## config.mk

```make
export PLATFORM = sky130hd
export DESIGN_NAME = corr_wait_ctrl
export DESIGN_NICKNAME = d
export VERILOG_FILES = /design/src/rtl/corr_wait_pkg.sv /design/src/rtl/corr_addr_decode.sv /design/src/rtl/corr_recovery_timer.sv /design/src/rtl/corr_hi_stage.sv /design/src/rtl/corr_wait_ctrl.sv
export SDC_FILE = /design/constraint.sdc
export NUM_CORES = 1
export LEC_CHECK = 0
export BUFFER_PORTS_ARGS = -buffer_cell sky130_fd_sc_hd__buf_2
export CAP_MARGIN = 20
export CORE_MARGIN = 2
export CORE_UTILIZATION = 40
export CTS_CLUSTER_SIZE = 10
export DETAILED_ROUTE_END_ITERATION = 6
export PLACE_DENSITY_LB_ADDON = 0.3
export SYNTH_ARGS = -nofsm -noshare
export SYNTH_HDL_FRONTEND = slang
export SYNTH_SLANG_ARGS = --single-unit
```

## constraint.sdc

```tcl
create_clock -name clk_i -period 3.42 [get_ports clk_i]
set_input_delay 0.684 -clock clk_i [delete_from_list [all_inputs] [get_ports clk_i]]
set_output_delay 0.684 -clock clk_i [all_outputs]
set_load 0.01 [all_outputs]
```

## src/rtl/corr_wait_pkg.sv

```systemverilog
package corr_wait_pkg;

  typedef enum logic [1:0] {
    ACC_PLAIN = 2'd0,
    ACC_STAGE = 2'd1,
    ACC_LOW   = 2'd2
  } acc_kind_e;

  function automatic int unsigned ceil_div(input int unsigned num, input int unsigned den);
    return (num + den - 1) / den;
  endfunction

endpackage

```

## src/rtl/corr_addr_decode.sv

```systemverilog
module corr_addr_decode
  import corr_wait_pkg::*;
#(
  parameter int unsigned AW         = 8,
  parameter int unsigned NUM_LO     = 2,
  parameter logic [AW-1:0] STAGE_ADDR = 8'h70,
  parameter logic [NUM_LO*AW-1:0] LO_ADDRS = 16'h7271
) (
  input  logic [AW-1:0] addr_i,
  output acc_kind_e     kind_o
);

  logic [NUM_LO-1:0] lo_hit;

  for (genvar g = 0; g < NUM_LO; g++) begin : g_lo
    assign lo_hit[g] = (addr_i == LO_ADDRS[g*AW +: AW]);
  end

  always_comb begin
    if (addr_i == STAGE_ADDR) kind_o = ACC_STAGE;
    else if (|lo_hit)         kind_o = ACC_LOW;
    else                      kind_o = ACC_PLAIN;
  end

endmodule

```

## src/rtl/corr_recovery_timer.sv

```systemverilog
module corr_recovery_timer #(
  parameter int unsigned CW    = 6,
  parameter int unsigned WIN_R = 38,
  parameter int unsigned WIN_C = 40
) (
  input  logic clk_i,
  input  logic rst_ni,
  input  logic start_i,
  input  logic cplx_i,
  output logic busy_o
);

  localparam logic [CW-1:0] LEN_R = CW'(WIN_R);
  localparam logic [CW-1:0] LEN_C = CW'(WIN_C);

  logic          pend_q;
  logic [CW-1:0] cnt_q;

  // pend covers the strobe cycle; the window is loaded when the strobe falls
  always_ff @(posedge clk_i or negedge rst_ni) begin
    if (!rst_ni) begin
      pend_q <= 1'b0;
      cnt_q  <= '0;
    end else begin
      pend_q <= start_i;
      if (pend_q)           cnt_q <= cplx_i ? LEN_C : LEN_R;
      else if (cnt_q != '0) cnt_q <= cnt_q - CW'(1);
    end
  end

  assign busy_o = pend_q | (cnt_q != '0);

  p_start_when_idle_r2: assert property (@(posedge clk_i) disable iff (!rst_ni)
    start_i |-> !busy_o);

  p_count_down_r2: assert property (@(posedge clk_i) disable iff (!rst_ni)
    (cnt_q != '0) |=> (cnt_q == $past(cnt_q) - CW'(1)));

endmodule

```

## src/rtl/corr_hi_stage.sv

```systemverilog
module corr_hi_stage #(
  parameter int unsigned DW = 8
) (
  input  logic          clk_i,
  input  logic          rst_ni,
  input  logic          load_i,
  input  logic [DW-1:0] data_i,
  output logic [DW-1:0] hi_o
);

  always_ff @(posedge clk_i or negedge rst_ni) begin
    if (!rst_ni)     hi_o <= '0;
    else if (load_i) hi_o <= data_i;
  end

endmodule

```

## src/rtl/corr_wait_ctrl.sv

```systemverilog
module corr_wait_ctrl
  import corr_wait_pkg::*;
#(
  parameter int unsigned AW           = 8,
  parameter int unsigned DW           = 8,
  parameter int unsigned CLK_PS       = 8000,
  parameter int unsigned REAL_PS      = 300000,
  parameter int unsigned CPLX_PS      = 314000,
  parameter logic [AW-1:0] STAGE_ADDR   = 8'h70,
  parameter logic [AW-1:0] CARR_LO_ADDR = 8'h71,
  parameter logic [AW-1:0] CODE_LO_ADDR = 8'h72
) (
  input  logic            clk_i,
  input  logic            rst_ni,
  input  logic            req_i,
  input  logic            we_i,
  input  logic [AW-1:0]   addr_i,
  input  logic [DW-1:0]   wdata_i,
  input  logic            corr_sel_i,
  input  logic            cplx_i,
  output logic            ready_o,
  output logic            wr_stb_o,
  output logic            rd_stb_o,
  output logic [AW-1:0]   addr_o,
  output logic [DW-1:0]   wdata_o,
  output logic            corr_sel_o,
  output logic            commit_o,
  output logic [2*DW-1:0] commit_data_o
);

  localparam int unsigned WIN_R  = ceil_div(REAL_PS, CLK_PS);
  localparam int unsigned WIN_C  = ceil_div(CPLX_PS, CLK_PS);
  localparam int unsigned WIN_MX = (WIN_R > WIN_C) ? WIN_R : WIN_C;
  localparam int unsigned CW     = $clog2(WIN_MX + 1);
  localparam int unsigned NUM_LO = 2;
  localparam logic [NUM_LO*AW-1:0] LO_LIST = {CODE_LO_ADDR, CARR_LO_ADDR};

  acc_kind_e     kind;
  logic          busy;
  logic          acc;
  logic          commit_now;
  logic          stage_now;
  logic [DW-1:0] hi_byte;

  corr_addr_decode #(
    .AW(AW), .NUM_LO(NUM_LO), .STAGE_ADDR(STAGE_ADDR), .LO_ADDRS(LO_LIST)
  ) u_dec (
    .addr_i (addr_i),
    .kind_o (kind)
  );

  corr_recovery_timer #(.CW(CW), .WIN_R(WIN_R), .WIN_C(WIN_C)) u_timer (
    .clk_i   (clk_i),
    .rst_ni  (rst_ni),
    .start_i (commit_now),
    .cplx_i  (cplx_i),
    .busy_o  (busy)
  );

  corr_hi_stage #(.DW(DW)) u_stage (
    .clk_i  (clk_i),
    .rst_ni (rst_ni),
    .load_i (stage_now),
    .data_i (wdata_i),
    .hi_o   (hi_byte)
  );

  assign ready_o    = ~(req_i & corr_sel_i & busy);
  assign acc        = req_i & ready_o;
  assign stage_now  = acc & we_i & corr_sel_i & (kind == ACC_STAGE);
  assign commit_now = acc & we_i & corr_sel_i & (kind != ACC_STAGE);

  always_ff @(posedge clk_i or negedge rst_ni) begin
    if (!rst_ni) begin
      wr_stb_o      <= 1'b0;
      rd_stb_o      <= 1'b0;
      commit_o      <= 1'b0;
      addr_o        <= '0;
      wdata_o       <= '0;
      corr_sel_o    <= 1'b0;
      commit_data_o <= '0;
    end else begin
      wr_stb_o <= acc & we_i;
      rd_stb_o <= acc & ~we_i;
      commit_o <= commit_now;
      if (acc) begin
        addr_o     <= addr_i;
        wdata_o    <= wdata_i;
        corr_sel_o <= corr_sel_i;
      end
      if (commit_now)
        commit_data_o <= (kind == ACC_LOW) ? {hi_byte, wdata_i} : {{DW{1'b0}}, wdata_i};
    end
  end

  p_peri_no_wait_r5: assert property (@(posedge clk_i) disable iff (!rst_ni)
    (req_i && !corr_sel_i) |-> ready_o);

  p_commit_outside_window_r2: assert property (@(posedge clk_i) disable iff (!rst_ni)
    commit_o |-> !$past(busy));

  p_commit_is_corr_write_r7: assert property (@(posedge clk_i) disable iff (!rst_ni)
    commit_o |-> (wr_stb_o && corr_sel_o));

  p_stage_no_commit_r6: assert property (@(posedge clk_i) disable iff (!rst_ni)
    (wr_stb_o && corr_sel_o && addr_o == STAGE_ADDR) |-> !commit_o);

  p_strobe_excl_r11: assert property (@(posedge clk_i) disable iff (!rst_ni)
    !(wr_stb_o && rd_stb_o));

endmodule

```

# [Word-level counts from Yosys, hierarchy flattened]
# Index checks and enable logic that the tools add are counted.
[classes] eq_ne=6 n_reduce_logical=3 bitwise=11 n_mux=6 n_addsub=1
[op_table] operator="8-bit by 7-bit equality test with 1-bit output (second input constant)" n=3
[op_table] operator="16-bit two-way mux" n=1
[op_table] operator="6-bit two-way mux" n=2
[op_table] operator="1-bit AND" n=8
[op_table] operator="6-bit nonzero test" n=1
[op_table] operator="6-bit by 1-bit subtractor with 6-bit output (second input constant)" n=1
[op_table] operator="2-bit two-way mux" n=2
[op_table] operator="4-bit two-way mux" n=1
[op_table] operator="2-bit by 1-bit equality test with 1-bit output (second input constant)" n=1
[op_table] operator="2-bit equality test (second input constant)" n=1
[op_table] operator="2-bit by 1-bit != test with 1-bit output (second input constant)" n=1
[op_table] operator="1-bit NOT" n=2
[op_table] operator="2-bit nonzero test" n=1
[op_table] operator="2-bit OR reduction" n=1
[op_table] operator="1-bit bitwise OR" n=1
[word_totals] wordCells=36 input_bits=22 out_inout_bits=37 ff_bits=50

# [Depth between registers and ports, before layout]
# Gate-level depths: netlist of run 1.
[depth] ltp_word=8 depth_mapped=8 ltp_nobuf=6

# [Modules after synthesis]
# From an unflattened synthesis of run 1, not the netlist that was laid out.
[unflattened] cells_unflattened=135 area_unflattened_um2=2087.0
[by_module_without_submodules] mod="corr_wait_ctrl" n_inst=1 seq_area_each_um2=900.9 area_per_inst_um2=1366.3 cells_each=83
[by_module_without_submodules] mod="corr_recovery_timer" n_inst=1 seq_area_each_um2=175.2 area_per_inst_um2=354.1 cells_each=30
[by_module_without_submodules] mod="corr_hi_stage" n_inst=1 seq_area_each_um2=200.2 area_per_inst_um2=331.6 cells_each=17
[by_module_without_submodules] mod="corr_addr_decode" n_inst=1 seq_area_each_um2=0.0 area_per_inst_um2=35.0 cells_each=5

# [Worst setup path after synthesis of run 1]
# Ideal clock, no wire load.
[synth_path] path_type="reg-to-reg" start="register u_timer.cnt_q[0]" end="register commit_data_o[6]" required_ns=3.295 setup_ns=0.125 path_slack_ns=0.793 arrival_ns=2.502 period_less_slack_ns=2.627 stages_incl_launch_ff=9 n_path_buf=2 cell_sequence="dfrtp_1 > inv_1 > ha_1 > or3b_4 > or4_4 > buf_6 > nor4b_4 > buf_8 > mux2_4"
[synth_via] elab_chain_cells=8
[synth_lines] item="start, declared" line="corr_recovery_timer.sv:17" rtl="logic [CW-1:0] cnt_q;"
[synth_lines] item="start signal, assigned" line="corr_recovery_timer.sv:26" rtl="if (pend_q) cnt_q <= cplx_i ? LEN_C : LEN_R;"
[synth_lines] item="start signal, assigned" line="corr_recovery_timer.sv:27" rtl="else if (cnt_q != '0) cnt_q <= cnt_q - CW'(1);"
[synth_lines] item="6-bit nonzero test" line="corr_recovery_timer.sv:31" rtl="assign busy_o = pend_q | (cnt_q != '0);"
[synth_lines] item="1-bit bitwise OR" line="corr_recovery_timer.sv:31"
[synth_lines] item="1-bit AND" line="corr_wait_ctrl.sv:68" rtl="assign ready_o = ~(req_i & corr_sel_i & busy);"
[synth_lines] item="1-bit NOT" line="corr_wait_ctrl.sv:68"
[synth_lines] item="1-bit AND" line="corr_wait_ctrl.sv:69" rtl="assign acc = req_i & ready_o;"
[synth_lines] item="1-bit AND (3 in series)" line="corr_wait_ctrl.sv:71" rtl="assign commit_now = acc & we_i & corr_sel_i & (kind != ACC_STAGE);"
[synth_lines] item="end signal, assigned" line="corr_wait_ctrl.sv:92" rtl="commit_data_o <= (kind == ACC_LOW) ? {hi_byte, wdata_i} : {{DW{1'b0}}, wdata_i};"
[synth_lines] item="end, declared" line="corr_wait_ctrl.sv:28" rtl="output logic [2*DW-1:0] commit_data_o"
# No other way between the ends.
# A chain may end at the register's enable or synchronous reset.

# [Worst setup path in the final report of run 1]
[layout_path] start="register u_timer.cnt_q[0]" end="output ready_o"
[layout_via] elab_chain_cells=4
[layout_lines] item="6-bit nonzero test" line="corr_recovery_timer.sv:31"
[layout_lines] item="1-bit bitwise OR" line="corr_recovery_timer.sv:31"
[layout_lines] item="1-bit AND" line="corr_wait_ctrl.sv:68"
[layout_lines] item="1-bit NOT" line="corr_wait_ctrl.sv:68"
[layout_lines] item="end, declared" line="corr_wait_ctrl.sv:21" rtl="output logic ready_o,"
# No other way between the ends.

==> impl_metrics.tcl, run 1 <==
set metrics [dict create \
    syn_inst 154 \
    cp_slowest_stage_delay_ps 510 \
    antennaDiodeCount 0 \
    sw_frac_of_total_pct 30.6 \
    max_freq_ghz 0.358 \
    hold_viol 0 \
    syn_area_per_cell_um2 13.6 \
    cts_buffers 5 \
    end_kind "primary output" \
    area_growth_pct 23.1 \
    rrSetupSlack_ps 780 \
    cp-start-kind "flip-flop" \
    finClkSkew_ps 2.87 \
    boundaryPins 59 \
    gp_congestion 0.720 \
    yosysWarnings 0 \
    grt_util_all_layers_pct 14.7 \
    whs_ps 472 \
    dieArea_um2 5830 \
    layout.nets 242 \
    ys_seq_area_share_pct 59.7 \
    p_int_uw 1230 \
    synthXorXnorAreaFrac_pct 1.67 \
    peakVddDrop_uv 399 \
    dr.first_iter.drc_count 38 \
    clock_latency_ps 300 \
    final_antenna_net_count 0 \
    min_path_type "in -> async" \
    switchingPower_uw 541 \
    p_seq_share_pct 48.1 \
    pwr_density_cell_nw_per_um2 686 \
    dpl.hpwl_um 2850 \
    synth_compound_area_share_pct 2.45 \
    ys_ff_latch 50 \
    die_y_um 76.4 \
    rows 26 \
    cts_resized 0 \
    critical_path_class "reg -> out" \
    setup_viol_count_final 0 \
    synth_adder_area_share_pct 0.597 \
    antenna_found_initial 0 \
    cts_tree "built" \
    ys_types 31 \
    crit_family "simple AND/OR/NAND/NOR gates" \
    drt-total-wl_um 3870 \
    post-route-drc-count 0 \
    grt_overflow 0 \
    slew_violations 0 \
    synth.area.mux_share_pct 21.9 \
    crit_chain "inv_1 > ha_1 > or3b_4 > or4_4 > nand3_1 > buf_2" \
    timing.final.crit_period_ps 2790 \
    synthSimpleGateAreaFrac_pct 9.68 \
    clockBufferDepth 2 \
    path_max_fanout 7 \
    rsz0062_at_grt "false" \
    vias_per_cell 4.71 \
    htree_levels 2 \
    syn_area_um2 2090 \
    status "finished, final reports clean" \
    worstPathRequired_ps 2740 \
    critPathArrivalTime_ps 2110 \
    slew_headroom_pct 45.2 \
    wl_per_cell_um 13.3 \
    port_buffers 58 \
    p_clk_share_pct 22.1 \
    final_common_cell "buf_2" \
    drive_gt1_share_pct 48.6 \
    clk_root_buffer_cell "clkbuf_8" \
    start_util_pct 41.3 \
    die_w_um 76.4 \
    tightestPinTransition_ps 822 \
    grt_max_degree 39 \
    period_share_pct 81.6 \
    grt_pass1_wl_um 6780 \
    path_buf_inv 2 \
    max_cap_violations 0 \
    finalSetupTns_ps 0 \
    firstDrtPassIters 3 \
    core_um2 5070 \
    synth_nets 177 \
    grt_pass1_vias 1359 \
    mostFrequentLayoutCells "buf_2 (58), dfrtp_1 (50), mux2_2 (30), inv_1 (13), nand2_1 (11)" \
    crit_path_top_delay_cell "or4_4" \
    via_count 1366 \
    clkTransAtPathRegs_ps 90 \
    combPwrFrac_pct 29.8 \
    hold_buffers 0 \
    clkSinkCount 50 \
    total_leakage_power_uw 0.00128 \
    synth_top_family_by_area "multiplexers" \
    post_cts_buffers 0 \
]
[path summary, 6_finish.rpt]
check	start	to	depth (start not counted)
worst min register to register	commit_data_o[1]	commit_data_o[1]	1
worst max register to register	u_timer.cnt_q[0]	u_stage.hi_o[7]	6
worst max-delay path	u_timer.cnt_q[0]	ready_o	6
max in group asynchronous	rst_ni	u_stage.hi_o[7]	2
worst min-delay path	rst_ni	addr_o[4]	1
min in group clk_i	commit_data_o[1]	commit_data_o[1]	1
[flip-flops by register name (all words and copies together), names as in the netlist]
register	cells
commit_data_o	16
addr_o	8
u_stage.hi_o	8
wdata_o	8
u_timer.cnt_q	6
corr_sel_o	1
rd_stb_o	1
u_timer.pend_q	1
wr_stb_o	1
[cell usage after synthesis]
cell | count | area (um2)
nand2_1 | 11 | 41.3
inv_1 | 13 | 48.8
a21oi_1 | 6 | 30.0
xnor2_1 | 2 | 17.5
buf_2 | 1 | 5.00
nand2b_1 | 1 | 6.26
nor4b_4 | 1 | 23.8
nor2b_1 | 1 | 6.26
buf_6 | 1 | 11.3
nor4b_1 | 1 | 8.76
o31ai_1 | 1 | 7.51
nor3_1 | 1 | 5.00
mux2i_1 | 9 | 90.1
nor4_1 | 1 | 6.26
o21ai_0 | 1 | 5.00
and3_1 | 1 | 6.26
mux2_4 | 2 | 30.0
nor3b_1 | 1 | 7.51
or3b_4 | 1 | 11.3
nor2_1 | 6 | 22.5
buf_8 | 1 | 15.0
buf_1 | 1 | 3.75
xor2_1 | 2 | 17.5
mux2_2 | 30 | 338
ha_1 | 1 | 12.5
o21ai_2 | 1 | 8.76
nand3_1 | 3 | 15.0
nor4_4 | 1 | 21.3
dfrtp_1 | 50 | 1250
or4_4 | 1 | 11.3
nor4bb_1 | 1 | 10.0
[logic make-up (layout without fill, tap and decap cells)]
group           after synthesis  after routing
xor+xnor                      4              4
flops                        50             50
mux                          41             41
fa+ha+maj                     1              1
buf+inv                      17             83
compound gates                9              9
simple gates                 32             32
[layout make-up]
cell class / count / area (um2)
Clock buffer: 8 / 110
Fill cell: 488 / 2500
Inverter: 13 / 48.8
Multi-Input combinational cell: 87 / 759
Sequential cell: 50 / 1250
Tap cell: 70 / 87.6
Timing Repair Buffer: 62 / 320
[power by group through the flow]
stage / clock network (uW) / logic (uW) / registers, uW
finish: 391 / 527 / 850
global route: 430 / 584 / 878
CTS: 405 / 539 / 855
detailed placement: 0 / 539 / 865
global placement: 0 / 526 / 863
floorplan: 0 / 261 / 919
[metrics by stage]
stage	std cells	instance area (um2)	util (%)	worst slack, ps	power [uW]
finish	290	2580	50.8	631	1770
global route	290	2580	50.8	555	1890
CTS	290	2580	50.8	626	1800
detailed placement	282	2470	48.6	775	1400
global placement	282	2470	48.6	838	1390
floorplan	154	2090	-	793	1180
[layer usage]
metal  up-vias  track usage, %  part of all wire (%)
li1        653               -                     -
met1       682            19.2                    45
met2        25            23.4                    50
met3         6            3.79                   3.9
met4         0            6.00                   1.7
met5         -               0                     0
(Power assumes the default switching activity.)
==> inputs of run 2 (changes only) <==
clock period = 2.5 ns   (was 3.42 ns; I/O delays follow)
==> run 2 against run 1 <==
Compared with the run above:
- the run now ends with negative setup slack left
- via count increased by 4.2%
- clock skew up 5.0 ps
- sequential share of layout area decreased by 2.9 points
- utilization is 3.2 points higher
- critical path type unchanged
- critical endpoint unchanged
- highest routed layer unchanged
==> impl_metrics.tcl, run 2 (synthesis gave the netlist of run 1 again) <==
set metrics [dict create \
    status "complete, but fails checks" \
    violations "negative setup slack" \
    cts_buffers 5 \
    antenna_found_initial 0 \
    pwr_density_cell_nw_per_um2 917 \
    grt_pass1_vias 1438 \
    dr.first_iter.drc_count 66 \
    crit_family "simple AND/OR/NAND/NOR gates" \
    core_um2 5070 \
    gp_congestion 0.751 \
    slew_violations 0 \
    worstPathRequired_ps 2000 \
    grt_max_degree 51 \
    vias_per_cell 4.70 \
    clkSinkCount 50 \
    crit_top_cell "buf_6" \
    max_cap_violations 0 \
    antennaDiodeCount 0 \
    cp_slowest_stage_delay_ps 440 \
    crit_path_top_delay_cell "or4_4" \
    critical_path_class "reg -> out" \
    finClkSkew_ps 7.90 \
    dpl.hpwl_um 2910 \
    final_common_cell "buf_2" \
    slew_headroom_pct 52.1 \
    wl_per_cell_um 14.3 \
    drt-total-wl_um 4340 \
    cp-start-kind "flip-flop" \
    largest_reg_flops 16 \
    rows 26 \
    dp_slack_ps 68.1 \
    grt_overflow 0 \
    min_path_type "in -> async" \
    timing.final.crit_period_ps 2510 \
    clockBufferDepth 2 \
    tightestPinTransition_ps 712 \
    clock_latency_ps 300 \
    cts_tree "built" \
    post-route-drc-count 0 \
    die_y_um 76.4 \
    start_util_pct 41.3 \
    peakVddDrop_uv 528 \
    grt_pass1_wl_um 7240 \
    via_count 1423 \
    end_kind "primary output" \
    drive_gt1_share_pct 53.2 \
    area_growth_pct 30.8 \
    die_w_um 76.4 \
    boundaryPins 59 \
    place_inst 285 \
    path_max_fanout 2 \
    crit_chain "inv_2 > ha_4 > or3b_4 > or4_4 > buf_6 > nand3_4 > buf_6" \
    path_buf_inv 3 \
    fin_ws_ps -13.9 \
    finalSetupTns_ps -13.9 \
    max_freq_ghz 0.398 \
    fin_cells 303 \
    firstDrtPassIters 4 \
    setup_viol_count_final 1 \
    period_share_pct 101 \
    rsz0062_at_grt "true" \
    grt_util_all_layers_pct 15.6 \
    layout.nets 257 \
    final_antenna_net_count 0 \
    htree_levels 2 \
    hold_viol 0 \
    dieArea_um2 5830 \
    hold_buffers 0 \
    port_buffers 58 \
    regMostFlops "commit_data_o" \
    clkTransAtPathRegs_ps 80 \
    clk_root_buffer_cell "clkbuf_8" \
    total_leakage_power_uw 0.00136 \
    critPathArrivalTime_ps 2010 \
    mostFrequentLayoutCells "buf_2 (57), dfrtp_1 (50), mux2_2 (24), buf_4 (15)" \
]
## run 2: what timing repair did
item,in CTS,in global routing
buffers inserted,7,5
endpoints found under the hold margin,0,0
gates resized for setup,4,10
pin swaps,4,2
endpoints found under the setup margin,1,30
## run 2: final cells by class
| cell class | count | area (um2) |
|---|---|---|
| fill | 468 | 2340 |
| tap | 70 | 87.6 |
| inverter | 13 | 48.8 |
| timing repair buffer | 77 | 454 |
| sequential | 50 | 1250 |
| clock buffer | 6 | 82.6 |
| multi-input combinational | 87 | 815 |
## run 2: final timing paths
kind                               endpoint  slack, ps             start  cells past startpoint
min in group clk_i                 rd_stb_o        360              we_i                      2
max in group asynchronous   u_stage.hi_o[0]       1790            rst_ni                      2
min reg2reg                      wdata_o[4]        500        wdata_o[4]                      1
max                                 ready_o        -10  u_timer.cnt_q[0]                      7
max reg2reg                commit_data_o[4]         20  u_timer.cnt_q[0]                      8
min                              wdata_o[6]        290            rst_ni                      2
## run 2: through the flow
step                power [uW]  instance area, um2  hold WS [ps]  utilization, %
floorplan                 1630                2110           204               -
global placement          1930                2500           484            49.3
detailed placement        1940                2500           488            49.3
CTS                       2470                2660           322            52.3
global route              2680                2740           334            54.0
finish                    2510                2740           291            54.0
## run 2: where the power goes
group          internal, uW  switching, uW
Clock                   214            242
Combinational           464            415
Sequential             1040            140
Total                  1710            797
## run 2: routing by layer
metal / GRT usage (%) / wire [um] / up-vias
met5: 0 / 0 / -
met4: 5.82 / 91 / 0
met3: 4.50 / 186 / 9
met2: 23.8 / 2130 / 33
met1: 21.2 / 1940 / 697
li1: - / - / 684
## run 2: worst reg2reg max path: stages, from the launching register on
cell and delay, ps:
dfrtp_1 400, inv_2 80, ha_4 130, or3b_4 370
or4_4 440, buf_6 150, nor4b_4 270, buf_6 210
mux2_4 310
